File: config.mk
export PLATFORM = sky130hd
export DESIGN_NAME = mute_uart_rx
export DESIGN_NICKNAME = d
export VERILOG_FILES = /design/src/rtl/mute_uart_rx_pkg.sv /design/src/rtl/mute_uart_rx_ctrl.sv /design/src/rtl/mute_uart_rx_dp.sv /design/src/rtl/mute_uart_rx.sv
export SDC_FILE = /design/constraint.sdc
export NUM_CORES = 1
export LEC_CHECK = 0
export CORE_MARGIN = 2
export CORE_UTILIZATION = 35
export DETAILED_ROUTE_END_ITERATION = 12
export GPL_TIMING_DRIVEN = 0
export PLACE_DENSITY = 0.6
export SLEW_MARGIN = 20
export SYNTH_ARGS = -nofsm -noshare
export SYNTH_HDL_FRONTEND = slang
export SYNTH_SLANG_ARGS = --single-unit
File: constraint.sdc
create_clock -name clk -period 1.6 [get_ports clk]
set_input_delay 0.32 -clock clk [delete_from_list [all_inputs] [get_ports clk]]
set_output_delay 0.32 -clock clk [all_outputs]
set_load 0.03 [all_outputs]
File: src/rtl/mute_uart_rx_pkg.sv
package mute_uart_rx_pkg;
  typedef enum logic [1:0] {S_IDLE, S_START, S_DATA, S_STOP} rxState_t;

  typedef struct packed {
    logic shiftEn;    // sample a data bit
    logic bitVal;     // sampled value
    logic frameOk;    // stop bit sampled high
    logic quietTick;  // tick with line high while waiting
    logic quietBreak; // line activity or receiver off
  } rxStrobe_t;
endpackage

File: src/rtl/mute_uart_rx_ctrl.sv
module mute_uart_rx_ctrl
  import mute_uart_rx_pkg::*;
#(
  parameter int OVS       = 16,
  parameter int DATA_BITS = 8
) (
  input  logic       clk,
  input  logic       rstN,
  input  logic       tick,
  input  logic       rxIn,
  input  logic       rxEn,
  output rxStrobe_t  strb
);
  localparam int CNT_W = $clog2(OVS);
  localparam int BIT_W = $clog2(DATA_BITS);
  localparam logic [CNT_W-1:0] HALF = CNT_W'(OVS/2 - 1);
  localparam logic [CNT_W-1:0] LAST = CNT_W'(OVS - 1);
  localparam logic [BIT_W-1:0] BIT_LAST = BIT_W'(DATA_BITS - 1);

  logic [1:0]       syncQ;
  logic             rxS;
  rxState_t         state;
  logic [CNT_W-1:0] cnt;
  logic [BIT_W-1:0] bitIdx;

  always_ff @(posedge clk) begin
    if (!rstN) syncQ <= 2'b11;
    else       syncQ <= {syncQ[0], rxIn};
  end
  assign rxS = syncQ[1];

  always_comb begin
    strb            = '0;
    strb.quietTick  = tick && rxS && rxEn && (state == S_IDLE);
    strb.quietBreak = !rxEn || (state != S_IDLE) || (tick && !rxS);
    if (tick && cnt == LAST) begin
      if (state == S_DATA) begin
        strb.shiftEn = 1'b1;
        strb.bitVal  = rxS;
      end
      if (state == S_STOP) strb.frameOk = rxS;
    end
  end

  always_ff @(posedge clk) begin
    if (!rstN || !rxEn) begin
      state  <= S_IDLE;
      cnt    <= '0;
      bitIdx <= '0;
    end else if (tick) begin
      case (state)
        S_IDLE: if (!rxS) begin
          state <= S_START;
          cnt   <= '0;
        end
        S_START: begin
          if (cnt == HALF) begin
            cnt    <= '0;
            bitIdx <= '0;
            state  <= rxS ? S_IDLE : S_DATA;
          end else cnt <= cnt + 1'b1;
        end
        S_DATA: begin
          cnt <= cnt + 1'b1;
          if (cnt == LAST) begin
            bitIdx <= bitIdx + 1'b1;
            if (bitIdx == BIT_LAST) state <= S_STOP;
          end
        end
        default: begin
          cnt <= cnt + 1'b1;
          if (cnt == LAST) state <= S_IDLE;
        end
      endcase
    end
  end

  AST_RX_OFF_IDLE: assert property (@(posedge clk) disable iff (!rstN)
    !rxEn |=> state == S_IDLE) else $error("receiver not idle while off");

  AST_START_NOISE: assert property (@(posedge clk) disable iff (!rstN)
    (rxEn && tick && state == S_START && cnt == HALF && rxS) |=> state == S_IDLE)
    else $error("noisy start accepted");
endmodule

File: src/rtl/mute_uart_rx_dp.sv
module mute_uart_rx_dp
  import mute_uart_rx_pkg::*;
#(
  parameter int OVS        = 16,
  parameter int DATA_BITS  = 8,
  parameter int FRAME_BITS = 10
) (
  input  logic                 clk,
  input  logic                 rstN,
  input  rxStrobe_t            strb,
  input  logic                 ctlWe,
  input  logic [7:0]           ctlWdata,
  input  logic                 ackRd,
  output logic                 rxEn,
  output logic [7:0]           ctlQ,
  output logic [DATA_BITS-1:0] rxData,
  output logic                 dataReady,
  output logic                 overrun,
  output logic                 idleFlag,
  output logic                 rxIrq,
  output logic                 idleIrq
);
  localparam int IDLE_TICKS = FRAME_BITS * OVS;
  localparam int IDLE_W     = $clog2(IDLE_TICKS + 1);
  localparam logic [IDLE_W-1:0] IDLE_LAST = IDLE_W'(IDLE_TICKS - 1);

  logic                 rxIe, idleIe, muteQ;
  logic [DATA_BITS-1:0] shiftQ;
  logic                 everRx, armed, idleHit;
  logic [IDLE_W-1:0]    quietCnt;
  logic                 takeChar;

  assign takeChar = strb.frameOk && !muteQ;
  assign idleHit  = armed && strb.quietTick && !strb.quietBreak && (quietCnt == IDLE_LAST);

  // control word
  always_ff @(posedge clk) begin
    if (!rstN) begin
      rxIe <= 1'b0; idleIe <= 1'b0; rxEn <= 1'b0; muteQ <= 1'b0;
    end else if (ctlWe) begin
      rxIe   <= ctlWdata[5];
      idleIe <= ctlWdata[4];
      rxEn   <= ctlWdata[2];
      muteQ  <= ctlWdata[1];
    end else if (idleHit) begin
      muteQ <= 1'b0;
    end
  end
  assign ctlQ = {2'b00, rxIe, idleIe, 1'b0, rxEn, muteQ, 1'b0};

  // shift and data registers
  always_ff @(posedge clk) begin
    if (!rstN) begin
      shiftQ <= '0;
      rxData <= '0;
    end else begin
      if (strb.shiftEn) shiftQ <= {strb.bitVal, shiftQ[DATA_BITS-1:1]};
      if (takeChar && !dataReady) rxData <= shiftQ;
    end
  end

  // flags
  always_ff @(posedge clk) begin
    if (!rstN) begin
      dataReady <= 1'b0; overrun <= 1'b0; idleFlag <= 1'b0;
    end else begin
      if (takeChar)      dataReady <= 1'b1;
      else if (ackRd)    dataReady <= 1'b0;
      if (takeChar && dataReady) overrun <= 1'b1;
      else if (ackRd)            overrun <= 1'b0;
      if (idleHit)       idleFlag <= 1'b1;
      else if (ackRd)    idleFlag <= 1'b0;
    end
  end

  // idle-line arming and timing
  always_ff @(posedge clk) begin
    if (!rstN) begin
      everRx   <= 1'b0;
      armed    <= 1'b0;
      quietCnt <= '0;
    end else begin
      if (takeChar) everRx <= 1'b1;
      if (!rxEn || idleHit)                    armed <= 1'b0;
      else if (takeChar || (strb.frameOk && everRx)) armed <= 1'b1;
      if (strb.quietBreak || !armed)           quietCnt <= '0;
      else if (strb.quietTick)                 quietCnt <= quietCnt + 1'b1;
    end
  end

  assign rxIrq   = rxIe && (dataReady || overrun);
  assign idleIrq = idleIe && idleFlag;

  AST_OVR_AFTER_READY: assert property (@(posedge clk) disable iff (!rstN)
    $rose(overrun) |-> $past(dataReady)) else $error("overrun without ready");

  AST_READY_ON_FRAME: assert property (@(posedge clk) disable iff (!rstN)
    (strb.frameOk && !muteQ) |=> dataReady) else $error("frame lost");

  AST_MUTE_HOLDS_DATA: assert property (@(posedge clk) disable iff (!rstN)
    (strb.frameOk && muteQ) |=> $stable(rxData)) else $error("muted frame stored");

  AST_IDLE_WAKES: assert property (@(posedge clk) disable iff (!rstN)
    (idleHit && !ctlWe) |=> (!muteQ && idleFlag)) else $error("idle did not wake");
endmodule

File: src/rtl/mute_uart_rx.sv
module mute_uart_rx #(
  parameter int OVS        = 16,
  parameter int DATA_BITS  = 8,
  parameter int FRAME_BITS = 10
) (
  input  logic                 clk,
  input  logic                 rstN,
  input  logic                 tick,
  input  logic                 rxIn,
  input  logic                 ctlWe,
  input  logic [7:0]           ctlWdata,
  input  logic                 ackRd,
  output logic [7:0]           ctlQ,
  output logic [DATA_BITS-1:0] rxData,
  output logic                 dataReady,
  output logic                 overrun,
  output logic                 idleFlag,
  output logic                 rxIrq,
  output logic                 idleIrq
);
  import mute_uart_rx_pkg::*;

  rxStrobe_t strb;
  logic      rxEn;

  mute_uart_rx_ctrl #(.OVS(OVS), .DATA_BITS(DATA_BITS)) u_ctrl (
    .clk(clk), .rstN(rstN), .tick(tick), .rxIn(rxIn), .rxEn(rxEn), .strb(strb)
  );

  mute_uart_rx_dp #(.OVS(OVS), .DATA_BITS(DATA_BITS), .FRAME_BITS(FRAME_BITS)) u_dp (
    .clk(clk), .rstN(rstN), .strb(strb), .ctlWe(ctlWe), .ctlWdata(ctlWdata),
    .ackRd(ackRd), .rxEn(rxEn), .ctlQ(ctlQ), .rxData(rxData),
    .dataReady(dataReady), .overrun(overrun), .idleFlag(idleFlag),
    .rxIrq(rxIrq), .idleIrq(idleIrq)
  );
endmodule

* After elaboration in Yosys (flattened, before gate mapping)
Index checks and enable logic that the tools add are counted.
** Cells by class
- Add/subtract/negate cells :: 3
- Eq/ne operators :: 11
- Multiplexer cells :: 22
- Bitwise gates (word level) :: 1
- Reduce and logical (&&, ||, !) cells :: 41
** Operators with widths (count)
- logical AND 1 bit :: 14
- two-way mux 2 bit :: 7
- nonzero test 2 bit :: 6
- two-way mux 3 bit :: 3
- adder 8 x 1 -> 8 bit (second input constant) :: 1
- == test 8 bit (second input constant) :: 1
- two-way mux 4 bit :: 2
- one-hot mux 4 bit (2 select lines) :: 1
- zero test 1 bit :: 7
- logical OR 1 bit :: 7
- two-way mux 1 bit :: 7
- one-hot mux 2 bit (3 select lines) :: 1
- one-hot mux 3 bit (2 select lines) :: 1
- AND reduction 6 bit :: 1
- adder 4 x 1 -> 4 bit (second input constant) :: 1
- == test 2 bit (second input constant) :: 2
- == test 4 x 3 -> 1 bit (second input constant) :: 1
- == test 4 bit (second input constant) :: 1
- inequality test 2 x 1 -> 1 bit (second input constant) :: 2
- inequality test 2 bit (second input constant) :: 2
- AND reduction 4 bit :: 1
- OR reduction 2 bit :: 2
- adder 3 x 1 -> 3 bit (second input constant) :: 1
- == test 3 bit (second input constant) :: 1
- 5 further kinds :: 5
** Word-level totals
- Register bits after elaboration :: 44
- Input port bits :: 14
- Output and inout bits :: 21
- Word-level logic and storage cells :: 94

* Longest topological paths before layout
- Depth in word-level cells :: 8
- Mapped depth :: 6
- Gate-level depth less buffers :: 6

* Hierarchy
A second synthesis with hierarchy kept.
** Second synthesis, totals
- Cell total of the unflattened synthesis :: 210
- Area total of the unflattened synthesis :: 2047.0 sq um
** Modules (own cells, without submodules)
- mute_uart_rx_dp :: times used 1, cells each 136, area each 1392.6 sq um, sequential area each 660.6 sq um
- mute_uart_rx_ctrl :: times used 1, cells each 74, area each 654.4 sq um, sequential area each 220.2 sq um

* Least setup slack after synthesis
Ideal clock, no wire load.
- Path type :: register to register
- Start :: register u_ctrl.state[0]
- End :: register u_ctrl.state[0]
- Setup time :: 0.116 ns
- Arrival :: 1.562 ns
- Data required time :: 1.484 ns
- Slack :: -0.078 ns
- Cell stages (with the launch flop) :: 7
- Path buffers :: 0
- Clock period less this slack :: 1.678 ns
- Path through :: dfxtp_1 inv_1 ha_1 a21boi_2 a21boi_2 a211oi_1 a31o_2
** Between the ends
- Word-level cells in the longest chain between the ends :: 3
- Elaborated cells on any way between the ends :: 10
- Those cells by class :: eq/ne: 6; mux: 1; reduce/logical: 3
** RTL lines
- from (decl) :: RTL line mute_uart_rx_ctrl.sv:22 : rxState_t state;
- from (signal assigned) :: RTL line mute_uart_rx_ctrl.sv:60 : state <= rxS ? S_IDLE : S_DATA;
- == test 2 bit (tied with other cells) :: RTL line mute_uart_rx_ctrl.sv:51 : case (state)
- inequality test 2 bit (no source line) (tied with other cells)
- AND reduction 6 bit (no source line)
Parallel ways exist; a longest one is shown, timed or not.
A chain may end at the register's enable or synchronous reset.

* Final worst setup path
- Start :: register u_ctrl.state[0]
- End :: register u_dp.quietCnt[3]
** Between the ends
- Word-level cells in the longest chain between the ends :: 5
- Elaborated cells on any way between the ends :: 7
- Those cells by class :: reduce/logical: 7
** RTL lines
- nonzero test 2 bit :: RTL line mute_uart_rx_ctrl.sv:35 : strb.quietBreak = !rxEn || (state != S_IDLE) || (tick && !rxS);
- logical OR 1 bit (2 in series) :: RTL line mute_uart_rx_ctrl.sv:35
- logical OR 1 bit :: RTL line mute_uart_rx_dp.sv:86 : if (strb.quietBreak || !armed) quietCnt <= '0;
- OR reduction 2 bit (no source line)
- to (signal assigned) :: RTL line mute_uart_rx_dp.sv:87 : else if (strb.quietTick) quietCnt <= quietCnt + 1'b1;
- to (decl) :: RTL line mute_uart_rx_dp.sv:30 : logic [IDLE_W-1:0] quietCnt;
Parallel ways exist; a longest one is shown, timed or not.

==> flow_metrics.tcl <==
set metrics [dict create \
    track_usage 0.1387 \
    synth.yosys.seq_area_share 0.4251 \
    numCtsBuffers 5 \
    cts_tree "yes" \
    drtPass1Iterations 4 \
    core_um2 5816 \
    p_per_area_nw_per_um2 742.9 \
    max_stage_delay_ns 0.36 \
    grt_overflow 0 \
    critPathMaxFanout 7 \
    status "finished, final reports clean" \
    pre_cts_ws_ns -0.4498 \
    timing.rr.start "u_ctrl.state[0]$_SDFFE_PP0P_" \
    num_vias 1651 \
    yosys.area_share.simple 0.2482 \
    cts_buffer_depth 2 \
    synthesis.instances 219 \
    placed_cell_area_um2 2427 \
    hold_class "in2reg" \
    die-area_um2 6551 \
    stdcell_area_um2 2858 \
    r2r-end "u_dp.quietCnt[3]$_SDFFE_PP0N_" \
    multiInputGateArea_um2 1224 \
    path_buf_inv 2 \
    clock.fmax_mhz 634.4 \
    rows 28 \
    grt_max_degree 16 \
    ys.flop_type "dfxtp_1" \
    rsz0062_at_grt "true" \
    ys_ff_latch 44 \
    cp_top_family "simple AND/OR/NAND/NOR gates" \
    fin_nets 295 \
    yosysUniqueCellTypes 44 \
    setup_slack_ns 0.02361 \
    ys_async_sr_fraction 0 \
    initial_core_util 0.3563 \
    holdPathEnd "u_ctrl.syncQ[0]$_SDFF_PN1_" \
    setup_tns_ns 0 \
    hold_viol 0 \
    ant_nets 0 \
    period_needed_ns 1.576 \
    synthMuxAreaShare 0.06280 \
    numClockSinks 44 \
    drtIter0Drc 67 \
    antenna_found_initial 0 \
    synth_top_family_by_area "simple AND/OR/NAND/NOR gates" \
    endpoint_kind "register" \
    post-dp-hpwl_um 2860 \
    r2r_cells 6 \
    vdd_drop_max_uv 497.2 \
    p_leak_nw 1.105 \
    synth_compound_area_frac 0.1147 \
    die_h_um 80.94 \
    synth_fa_ha_area_frac 0.05435 \
    routedWlPerCell_um 12.89 \
    post-route-util 0.4914 \
    yosys_warnings 0 \
    synth_xor_area_frac 0.03382 \
    avgSynthCellArea_um2 9.461 \
    port_buffers 24 \
    hold_depth 2 \
    reg2reg_slack_ns 0.02 \
    setup_viol 0 \
    power_w 0.002123 \
    fillerInstances 565 \
    min_period_over_period 0.9852 \
    ioPinCount 35 \
    cts-root-buf "clkbuf_8" \
    cp.required_ns 1.82 \
    finClkSkew_ns 0.01177 \
    htree_levels 2 \
    hold_buffers 0 \
    synth_area_um2 2072 \
    hp-start "rstN" \
    seq_area_um2 894.6 \
    fp.dieW_um 80.94 \
    route.detailed.drc 0 \
    via_per_inst 4.744 \
    layout-drive-gt1-share 0.2674 \
    slew_violations 0 \
    areaGrowthSynthToFinish_pct 37.92 \
    diodes 0 \
    drv_cap 0 \
    synth-edff-count 0 \
    grt_pass1_vias 1537 \
    crit_path_top_delay_cell "dfxtp_4" \
    critPathArrivalTime_ns 1.80 \
    path_cells "clkinvlp_4, ha_4, nand4_4, buf_6, or3_1, a21oi_1" \
    routed_wl_um 4487 \
    clk_pin_slew_ns 0.09 \
    crit_type "reg2reg" \
    crit_path_start_kind "register" \
    clk_latency_ns 0.30 \
    globalplace.congestion 0.8106 \
    grt_pass1_wl_um 7182 \
]
-- logic make-up (layout without fill, tap and decap cells) --
| kind of cell | after synthesis | in the layout |
|---|---|---|
| other | 1 | 4 |
| AOI/OAI and AO/OA | 35 | 35 |
| muxes | 13 | 13 |
| adders and majority gates | 9 | 9 |
| xor gates and xnor gates | 8 | 8 |
| and+or+nand+nor | 86 | 86 |
| DFF | 44 | 44 |
| buffers and inverters | 23 | 74 |
-- cell usage in the layout, fill, tap and decap left out, types with 2 or more instances in the layout --
cell	count
a21boi_4	2
a21oi_1	5
a31o_2	2
and2_1	2
buf_12	3
buf_2	3
buf_4	22
buf_6	2
clkbuf_1	4
clkbuf_8	5
clkdlybuf4s50_1	6
clkinvlp_4	2
conb_1	4
dfxtp_1	37
dfxtp_2	5
dfxtp_4	2
dlygate4sd2_1	16
ha_1	5
ha_4	4
inv_1	6
mux2i_1	13
nand2_1	18
nand2b_1	2
nand3_1	13
nor2_1	13
nor2b_1	16
nor3_1	5
nor3_4	2
nor4_4	3
o21a_1	4
o21ai_0	13
xnor2_1	6
xor2_1	2
-- worst max path at each step --
| stage | slack (ns) | startpoint | cells past startpoint | to |
|---|---|---|---|---|
| 2_1_floorplan | 0.01 | u_ctrl.state[0]$_SDFFE_PP0P_ | 6 | u_ctrl.state[0]$_SDFFE_PP0P_ |
| 3_3_place_gp | -0.46 | tick | 6 | u_dp.rxData[5]$_SDFFE_PN0P_ |
| 3_5_place_dp | -0.45 | tick | 6 | u_dp.rxData[6]$_SDFFE_PN0P_ |
| 4_1_cts | -0.02 | u_ctrl.state[0]$_SDFFE_PP0P_ | 6 | u_ctrl.state[0]$_SDFFE_PP0P_ |
| 5_1_grt | -0.03 | u_ctrl.state[0]$_SDFFE_PP0P_ | 7 | u_dp.muteQ$_SDFFE_PN0P_ |
| 6_report | 0.02 | u_ctrl.state[0]$_SDFFE_PP0P_ | 6 | u_dp.quietCnt[3]$_SDFFE_PP0N_ |
-- synthesized netlist by cell type, types with 2 or more instances --
library cell,instances,area [um2]
inv_1,8,30.03
and2_1,2,12.51
nor2b_1,16,100.1
nor3_1,6,30.03
nand2b_1,2,12.51
nor4_2,2,25.02
dfxtp_1,44,880.8
a21boi_2,2,22.52
buf_2,2,10.01
nand3_1,14,70.07
o21a_1,4,30.03
ha_1,9,112.6
mux2i_1,13,130.1
nand2_1,18,67.56
buf_4,9,67.56
xor2_1,2,17.52
a31o_2,2,17.52
o21ai_0,13,65.06
a21oi_1,6,30.03
clkbuf_1,4,15.01
nor2_1,13,48.80
xnor2_1,6,52.55
-- layout make-up --
class / instances / share of cell area
sequential: 44 / 0.3130
buffer: 15 / 0.03371
multi-input combinational: 155 / 0.4282
clock buffer: 5 / 0.02408
timing repair buffer: 43 / 0.1392
clock inverter: 3 / 0.01620
tap: 75 / 0.03284
inverter: 8 / 0.01270
-- sequential cells by signal, indices dropped and copies added, names as in the netlist, 2 cells and up --
register and count:
u_ctrl.bitIdx 3, u_ctrl.cnt 4, u_ctrl.state 2, u_ctrl.syncQ 2
u_dp.quietCnt 8, u_dp.rxData 8, u_dp.shiftQ 8
-- per-layer routing --
layer	up-vias	global-route usage	routed length, um
li1	847	-	-
met1	754	0.1850	2174
met2	44	0.2248	2069
met3	6	0.04000	206
met4	0	0.02712	38
met5	-	0	0
-- metrics by stage --
stage,hold slack (ns),std cells
3_3_place_gp,0.3929,321
5_1_grt,0.2923,348
6_report,0.2966,348
2_1_floorplan,0.3863,222
4_1_cts,0.2950,332
3_5_place_dp,0.3917,321
-- what timing repair did --
| action | CTS | global route |
|---|---|---|
| buffers inserted | 3 | 15 |
| resized for setup | 36 | 22 |
| pin swaps | 4 | 8 |
| cloned | 0 | 1 |
| setup endpoints to repair | 52 | 36 |
-- power breakdown --
group	switching (W)	internal [W]
registers	0.0000120	0.00110
logic	0.0000726	0.0000675
clock network	0.000401	0.000471
(Power assumes the default switching activity.)
